==> src/rtl/dtg_pkg.sv <==
package dtg_pkg;
  typedef enum logic [1:0] {
    PH_SYNC  = 2'd0,
    PH_BACK  = 2'd1,
    PH_ACT   = 2'd2,
    PH_FRONT = 2'd3
  } phase_e;

  localparam int ADR_CTRL = 0;
  localparam int ADR_MASK = 1;
  localparam int ADR_STAT = 2;
  localparam int ADR_POL  = 3;
  localparam int ADR_LEN0 = 4;
  localparam int NUM_LEN  = 8;

  localparam int POL_HS   = 0;
  localparam int POL_VS   = 1;
  localparam int POL_DE   = 2;
  localparam int POL_DATA = 3;

  // length slots inside the length array
  localparam int L_HS = 0;
  localparam int L_HB = 1;
  localparam int L_HA = 2;
  localparam int L_HF = 3;
  localparam int L_VS = 4;
  localparam int L_VB = 5;
  localparam int L_VA = 6;
  localparam int L_VF = 7;
endpackage

==> src/rtl/dtg_axis.sv <==
module dtg_axis
  import dtg_pkg::*;
#(
  parameter int LEN_W = 12
) (
  input  logic             clk_i,
  input  logic             rst_ni,
  input  logic             run_i,
  input  logic             step_i,
  input  logic [LEN_W-1:0] sync_len_i,
  input  logic [LEN_W-1:0] back_len_i,
  input  logic [LEN_W-1:0] act_len_i,
  input  logic [LEN_W-1:0] front_len_i,
  output logic             in_sync_o,
  output logic             in_act_o,
  output logic             origin_o,
  output logic             last_o,
  output logic [LEN_W-1:0] coord_o
);
  phase_e           phase_q;
  logic [LEN_W-1:0] cnt_q;
  logic [LEN_W-1:0] cur_len;
  logic             at_end;

  always_comb begin
    unique case (phase_q)
      PH_SYNC:  cur_len = sync_len_i;
      PH_BACK:  cur_len = back_len_i;
      PH_ACT:   cur_len = act_len_i;
      default:  cur_len = front_len_i;
    endcase
  end

  // >= keeps the counter bounded if a length shrinks mid-phase
  assign at_end = (cnt_q >= cur_len);

  always_ff @(posedge clk_i or negedge rst_ni) begin
    if (!rst_ni) begin
      phase_q <= PH_SYNC;
      cnt_q   <= '0;
    end else if (!run_i) begin
      phase_q <= PH_SYNC;
      cnt_q   <= '0;
    end else if (step_i) begin
      if (at_end) begin
        phase_q <= phase_e'(2'(phase_q + 2'd1));
        cnt_q   <= '0;
      end else begin
        cnt_q   <= cnt_q + 1'b1;
      end
    end
  end

  assign in_sync_o = (phase_q == PH_SYNC);
  assign in_act_o  = (phase_q == PH_ACT);
  assign origin_o  = (phase_q == PH_SYNC) && (cnt_q == '0);
  assign last_o    = (phase_q == PH_FRONT) && at_end;
  assign coord_o   = in_act_o ? cnt_q : '0;
endmodule

==> src/rtl/dtg_regs.sv <==
module dtg_regs
  import dtg_pkg::*;
#(
  parameter int LEN_W  = 12,
  parameter int DATA_W = 16,
  parameter int ADDR_W = 4
) (
  input  logic              clk_i,
  input  logic              rst_ni,
  input  logic              wr_en_i,
  input  logic [ADDR_W-1:0] addr_i,
  input  logic [DATA_W-1:0] wdata_i,
  output logic [DATA_W-1:0] rdata_o,
  input  logic              frame_start_i,
  output logic              run_o,
  output logic              mask_o,
  output logic              stat_o,
  output logic [3:0]        pol_o,
  output logic [LEN_W-1:0]  len_o [NUM_LEN]
);
  logic             run_q, mask_q, stat_q;
  logic [3:0]       pol_q;
  logic [LEN_W-1:0] len_q [NUM_LEN];

  always_ff @(posedge clk_i or negedge rst_ni) begin
    if (!rst_ni) begin
      run_q  <= 1'b0;
      mask_q <= 1'b0;
      pol_q  <= '0;
    end else if (wr_en_i) begin
      if (addr_i == ADDR_W'(ADR_CTRL)) run_q  <= wdata_i[0];
      if (addr_i == ADDR_W'(ADR_MASK)) mask_q <= wdata_i[0];
      if (addr_i == ADDR_W'(ADR_POL))  pol_q  <= wdata_i[3:0];
    end
  end

  for (genvar i = 0; i < NUM_LEN; i++) begin : g_len
    always_ff @(posedge clk_i or negedge rst_ni) begin
      if (!rst_ni) len_q[i] <= '0;
      else if (wr_en_i && addr_i == ADDR_W'(ADR_LEN0 + i))
        len_q[i] <= wdata_i[LEN_W-1:0];
    end
    assign len_o[i] = len_q[i];
  end

  // set has priority over a same-cycle clear
  always_ff @(posedge clk_i or negedge rst_ni) begin
    if (!rst_ni) stat_q <= 1'b0;
    else if (frame_start_i) stat_q <= 1'b1;
    else if (wr_en_i && addr_i == ADDR_W'(ADR_STAT) && wdata_i[0]) stat_q <= 1'b0;
  end

  always_comb begin
    rdata_o = '0;
    case (addr_i)
      ADDR_W'(ADR_CTRL): rdata_o[0]   = run_q;
      ADDR_W'(ADR_MASK): rdata_o[0]   = mask_q;
      ADDR_W'(ADR_STAT): rdata_o[0]   = stat_q;
      ADDR_W'(ADR_POL):  rdata_o[3:0] = pol_q;
      default: begin
        for (int i = 0; i < NUM_LEN; i++)
          if (addr_i == ADDR_W'(ADR_LEN0 + i)) rdata_o[LEN_W-1:0] = len_q[i];
      end
    endcase
  end

  assign run_o  = run_q;
  assign mask_o = mask_q;
  assign stat_o = stat_q;
  assign pol_o  = pol_q;
endmodule

==> src/rtl/disp_timing_gen.sv <==
module disp_timing_gen
  import dtg_pkg::*;
#(
  parameter int LEN_W  = 12,
  parameter int DATA_W = 16,
  parameter int ADDR_W = 4,
  parameter int PIX_W  = 24
) (
  input  logic              clk_i,
  input  logic              rst_ni,
  input  logic              wr_en_i,
  input  logic [ADDR_W-1:0] addr_i,
  input  logic [DATA_W-1:0] wdata_i,
  output logic [DATA_W-1:0] rdata_o,
  input  logic [PIX_W-1:0]  pix_i,
  output logic [PIX_W-1:0]  pix_o,
  output logic              hsync_o,
  output logic              vsync_o,
  output logic              de_o,
  output logic [LEN_W-1:0]  x_o,
  output logic [LEN_W-1:0]  y_o,
  output logic              irq_o
);
  logic             run_q, mask_q, stat_q;
  logic [3:0]       pol_q;
  logic [LEN_W-1:0] len_q [NUM_LEN];
  logic             frame_start;

  logic h_sync, h_act, h_origin, h_last;
  logic v_sync, v_act, v_origin, v_last;
  logic [LEN_W-1:0] h_coord, v_coord;
  logic hs_act, vs_act, de_act;

  dtg_regs #(.LEN_W(LEN_W), .DATA_W(DATA_W), .ADDR_W(ADDR_W)) u_regs (
    .clk_i, .rst_ni, .wr_en_i, .addr_i, .wdata_i, .rdata_o,
    .frame_start_i(frame_start),
    .run_o(run_q), .mask_o(mask_q), .stat_o(stat_q), .pol_o(pol_q),
    .len_o(len_q)
  );

  dtg_axis #(.LEN_W(LEN_W)) u_h (
    .clk_i, .rst_ni, .run_i(run_q), .step_i(1'b1),
    .sync_len_i(len_q[L_HS]), .back_len_i(len_q[L_HB]),
    .act_len_i(len_q[L_HA]), .front_len_i(len_q[L_HF]),
    .in_sync_o(h_sync), .in_act_o(h_act), .origin_o(h_origin),
    .last_o(h_last), .coord_o(h_coord)
  );

  dtg_axis #(.LEN_W(LEN_W)) u_v (
    .clk_i, .rst_ni, .run_i(run_q), .step_i(h_last),
    .sync_len_i(len_q[L_VS]), .back_len_i(len_q[L_VB]),
    .act_len_i(len_q[L_VA]), .front_len_i(len_q[L_VF]),
    .in_sync_o(v_sync), .in_act_o(v_act), .origin_o(v_origin),
    .last_o(v_last), .coord_o(v_coord)
  );

  assign frame_start = run_q & h_origin & v_origin;

  assign hs_act = run_q & h_sync;
  assign vs_act = run_q & v_sync;
  assign de_act = run_q & h_act & v_act;

  assign hsync_o = pol_q[POL_HS] ? hs_act : ~hs_act;
  assign vsync_o = pol_q[POL_VS] ? vs_act : ~vs_act;
  assign de_o    = pol_q[POL_DE] ? de_act : ~de_act;

  always_comb begin
    if (de_act) pix_o = pol_q[POL_DATA] ? pix_i : ~pix_i;
    else        pix_o = pol_q[POL_DATA] ? '0 : '1;
  end

  assign x_o   = run_q ? h_coord : '0;
  assign y_o   = run_q ? v_coord : '0;
  assign irq_o = stat_q & mask_q;
endmodule

==> config.mk <==
export PLATFORM = sky130hd
export DESIGN_NAME = disp_timing_gen
export DESIGN_NICKNAME = d
export VERILOG_FILES = /design/src/rtl/dtg_pkg.sv /design/src/rtl/dtg_axis.sv /design/src/rtl/dtg_regs.sv /design/src/rtl/disp_timing_gen.sv
export SDC_FILE = /design/constraint.sdc
export NUM_CORES = 1
export LEC_CHECK = 0
export CORE_ASPECT_RATIO = 2
export CORE_MARGIN = 3
export CORE_UTILIZATION = 44
export DETAILED_ROUTE_END_ITERATION = 7
export DONT_BUFFER_PORTS = 1
export REMOVE_ABC_BUFFERS = 1
export SLEW_MARGIN = 20
export SYNTH_ARGS = -nofsm -noshare
export SYNTH_HDL_FRONTEND = slang
export SYNTH_SLANG_ARGS = --single-unit
==> constraint.sdc <==
create_clock -name clk_i -period 3.3 [get_ports clk_i]
set_input_delay 0.66 -clock clk_i [delete_from_list [all_inputs] [get_ports clk_i]]
set_output_delay 0.66 -clock clk_i [all_outputs]
set_load 0.05 [all_outputs]
==> summary.md <==
| Metric | Value |
|---|---|
| Critical path arrival | 3.47 ns |
| CTS Root Cell | clkbuf_16 |
| Worst-path fanout max | 15 |
| # setup viols final | 0 |
| Wirelength, routed | 21500 µm |
| Core Area | ~17000 µm² |
| Synth Warn # | 0 |
| Die Span X | 100 µm |
| Inserted Clock Buffers | 17 |
| Post-Syn Instances | 723 |
| CTS H-tree lvls | 4 |
| Post-DP HPWL | between 15000 and 20000 µm |
| Clock buffer depth | 2 |
| Most frequent cells in the layout | dfrtp_1, mux2_2, nand2_1, buf_4, and3_1 |
| Clk slew on worst S/H paths | roughly 0.06 ns |
| Rel. slew slack | 50.2% |
| Leak | 4.15 nW |
| Final Core Density | 52.2% |
| Antenna violations before repair | 0 |
| I/O pins | 115 |
| Syn Area/Cell | 10.7 µm² |
| Final hold vios | roughly 130 |
| Crit Path Category | flip-flop to flip-flop |
| Main flop type after synthesis | dfrtp_1 |
| Clk_lat worst skew | 0.42 ns |
| Die ar. | 19400 µm² |
| WP data required | 3.61 ns |
| Unique masters post-synth | 55 |
| Antenna-violating nets left | 0 |
| Critical Path End Type | flip-flop |
| Aggregate global-route resource usage | between 20% and 30% |
| Hold WC Path Type | input pin to async pin |
| DR pass1 iterations | 8 |
| Status | complete, but fails checks |
| Largest net degree at the start of global routing | 132 |
| Initial drt markers | roughly 440 |
| Worst hold slack | -0.0598 ns |
| Skew final | 0.00967 ns |
| Commonest non-fill, non-tap cell in the layout | dfrtp_1 |
| Slowest cell delay on critical path | 0.38 ns |
| Area Overhead vs Synth | 16.1% |
| #FFs+latches synth | approximately 130 |
| Async SR Flop Fraction | 100% |
| Port buffer count | 0 |
| Crit-path cells | inv_1, ha_1, buf_4, a222oi_1, nand2_1, o21ai_0, ha_1, a211oi_1, o21ai_1, a211oi_2, o31ai_4, nor2b_4, a2bb2o_1 |
| Remaining DRCs | 0 |
| CP max-delay cell | a211oi_2 |
| Violated checks | hold timing |
| Synthesized area | 7770 µm² |
| GP Congestion | between 0.9 and 1 |
| Max_cap viols | 0 |
| Number of global-route vias before repair | 6230 |
| TritonCTS clock tree | yes |
| WL/cell | 21.8 µm |
| Layout net count | 849 |
| CTS sink cnt | between 100 and 150 |
| DIE HEIGHT | 194 µm |
| Pwr/cell area | 660 nW/µm² |
| Startpoint types | flip-flop |
| Least-Margin Pin Slew | 0.746 ns |
| Slew Viols, Final | 0 |
| Vias per cell | 6.18 |
| Final Cycle Share | 95.9% |
| GR Overflow Total | 0 |
| Peak VDD IR | between 0.3 and 0.4 mV |
| Sequential fraction of the synthesis area | 42.2% |
| Max Freq | 316 MHz |
| # rows | about 70 |
| Most used cell, CP | ha_1 |
| N_diodes | 0 |
| First-pass GRT wire length | 33400 µm |
| EDFF count, synth | 0 |
| Share of cells above drive strength 1 | 27.9% |
| Starting density of the core | between 40 and 50% |
| Via count | 6099 |
| Final Critical Period | 3.17 ns |
## timing repair
item	4_1_cts	5_1_grt
gates resized for setup	3	13
pin swaps	0	4
buffers inserted	0	1
endpoints found under the setup margin	13	26
hold endpoints to repair	131	131
## sequential cells by signal (all words and copies together), names as in the netlist
name,count
u_h.cnt_q,12
u_h.phase_q,2
u_regs.len_o,96
u_regs.mask_o,1
u_regs.pol_o,4
u_regs.run_o,1
u_regs.stat_o,1
u_v.cnt_q,12
u_v.phase_q,2
## path summary, 6_finish.rpt
check                                start               end  slack, ns  cells past startpoint
max reg2reg                 u_h.phase_q[0]      u_v.cnt_q[1]       0.13                     13
max                         u_h.phase_q[0]      u_v.cnt_q[1]       0.13                     13
min                                 rst_ni     u_v.cnt_q[11]      -0.06                      0
max in group asynchronous           rst_ni  u_regs.len_o[95]       3.11                      0
min reg2reg                u_regs.len_o[0]   u_regs.len_o[0]       0.49                      1
min in group clk_i              wdata_i[0]      u_regs.run_o       0.36                      2
## cells in the mapped netlist, types with 3 or more instances
| master | count | area share (%) |
|---|---|---|
| ha_1 | 37 | 6.0 |
| nand4_1 | 5 | 0.40 |
| nor4_1 | 5 | 0.40 |
| nor2_1 | 33 | 1.6 |
| nand2_1 | 78 | 3.8 |
| o21ai_0 | 31 | 2.0 |
| clkbuf_1 | 23 | 1.1 |
| xnor2_1 | 6 | 0.68 |
| dfrtp_1 | 131 | 42 |
| xor2_1 | 32 | 3.6 |
| inv_1 | 18 | 0.87 |
| buf_1 | 4 | 0.19 |
| a211oi_1 | 3 | 0.29 |
| nor2b_1 | 10 | 0.81 |
| o21ai_1 | 9 | 0.58 |
| a22oi_1 | 19 | 1.8 |
| nor3_1 | 6 | 0.39 |
| buf_2 | 11 | 0.71 |
| mux2_2 | 87 | 13 |
| mux2i_1 | 7 | 0.90 |
| nand2b_1 | 5 | 0.40 |
| and3_1 | 37 | 3.0 |
| mux4_2 | 12 | 3.5 |
| nand3_1 | 21 | 1.4 |
| a22o_1 | 10 | 1.1 |
| a21oi_1 | 10 | 0.64 |
| mux2_1 | 13 | 1.9 |
| a222oi_1 | 24 | 3.1 |
| buf_4 | 8 | 0.77 |
## where the power goes
part / internal, W / switching, W / leakage (nW)
sequential: 0.00194 / 0.000304 / 1.64
combinational: 0.000731 / 0.00101 / 2.21
clock: 0.00127 / 0.000705 / 0.295
## final cells by class
cell class	count	area, µm²
Multi-Input combinational cell	529	4240
Fill cell	1534	8250
Clock buffer	20	447
Tap cell	210	263
Inverter	18	67.6
Timing Repair Buffer	68	564
Sequential cell	131	3280
Clock inverter	11	160
## kinds of logic after synthesis
logic type | share of synthesized area, %
buf+inv | 3.95
fa+ha+maj | 5.96
flops | 42.2
mux | 18.9
compound gates | 11.5
xor+xnor | 4.28
other cells | 0.0483
simple gates | 13.2
## per-stage QoR
step / std cells / total power (W) / setup TNS (ns) / cell area (µm²) / worst slack, ns
after floorplan: 678 / 0.00343 / -0.0144 / 7540 / -0.0103
after global placement: 955 / 0.00391 / 0 / 8360 / 0.0900
after detailed placement: 955 / 0.00399 / -0.0833 / 8360 / -0.0313
after CTS: 986 / 0.00598 / 0 / 8980 / 0.00666
after global routing: 987 / 0.00622 / -0.00695 / 9020 / -0.00695
final: 987 / 0.00596 / 0 / 9020 / 0.134
## worst max-delay path: cells and delay by family (launching register included)
kind | cells | cell delay [ns]
AOI/OAI and AO/OA | 7 | 1.63
adders and majority gates | 2 | 0.50
DFF | 1 | 0.37
and+or+nand+nor | 2 | 0.28
buffers and inverters | 2 | 0.26
## metal layers
| layer | track usage (%) | vias up | share of wire [%] |
|---|---|---|---|
| met3 | 4.36 | 61 | 5.8 |
| met5 | 0 | - | 0 |
| met4 | 11.6 | 0 | 4.3 |
| met1 | 22.9 | 3038 | 34 |
| met2 | 41.3 | 281 | 56 |
| li1 | - | 2719 | - |
Power figures use the tool's default switching activity.
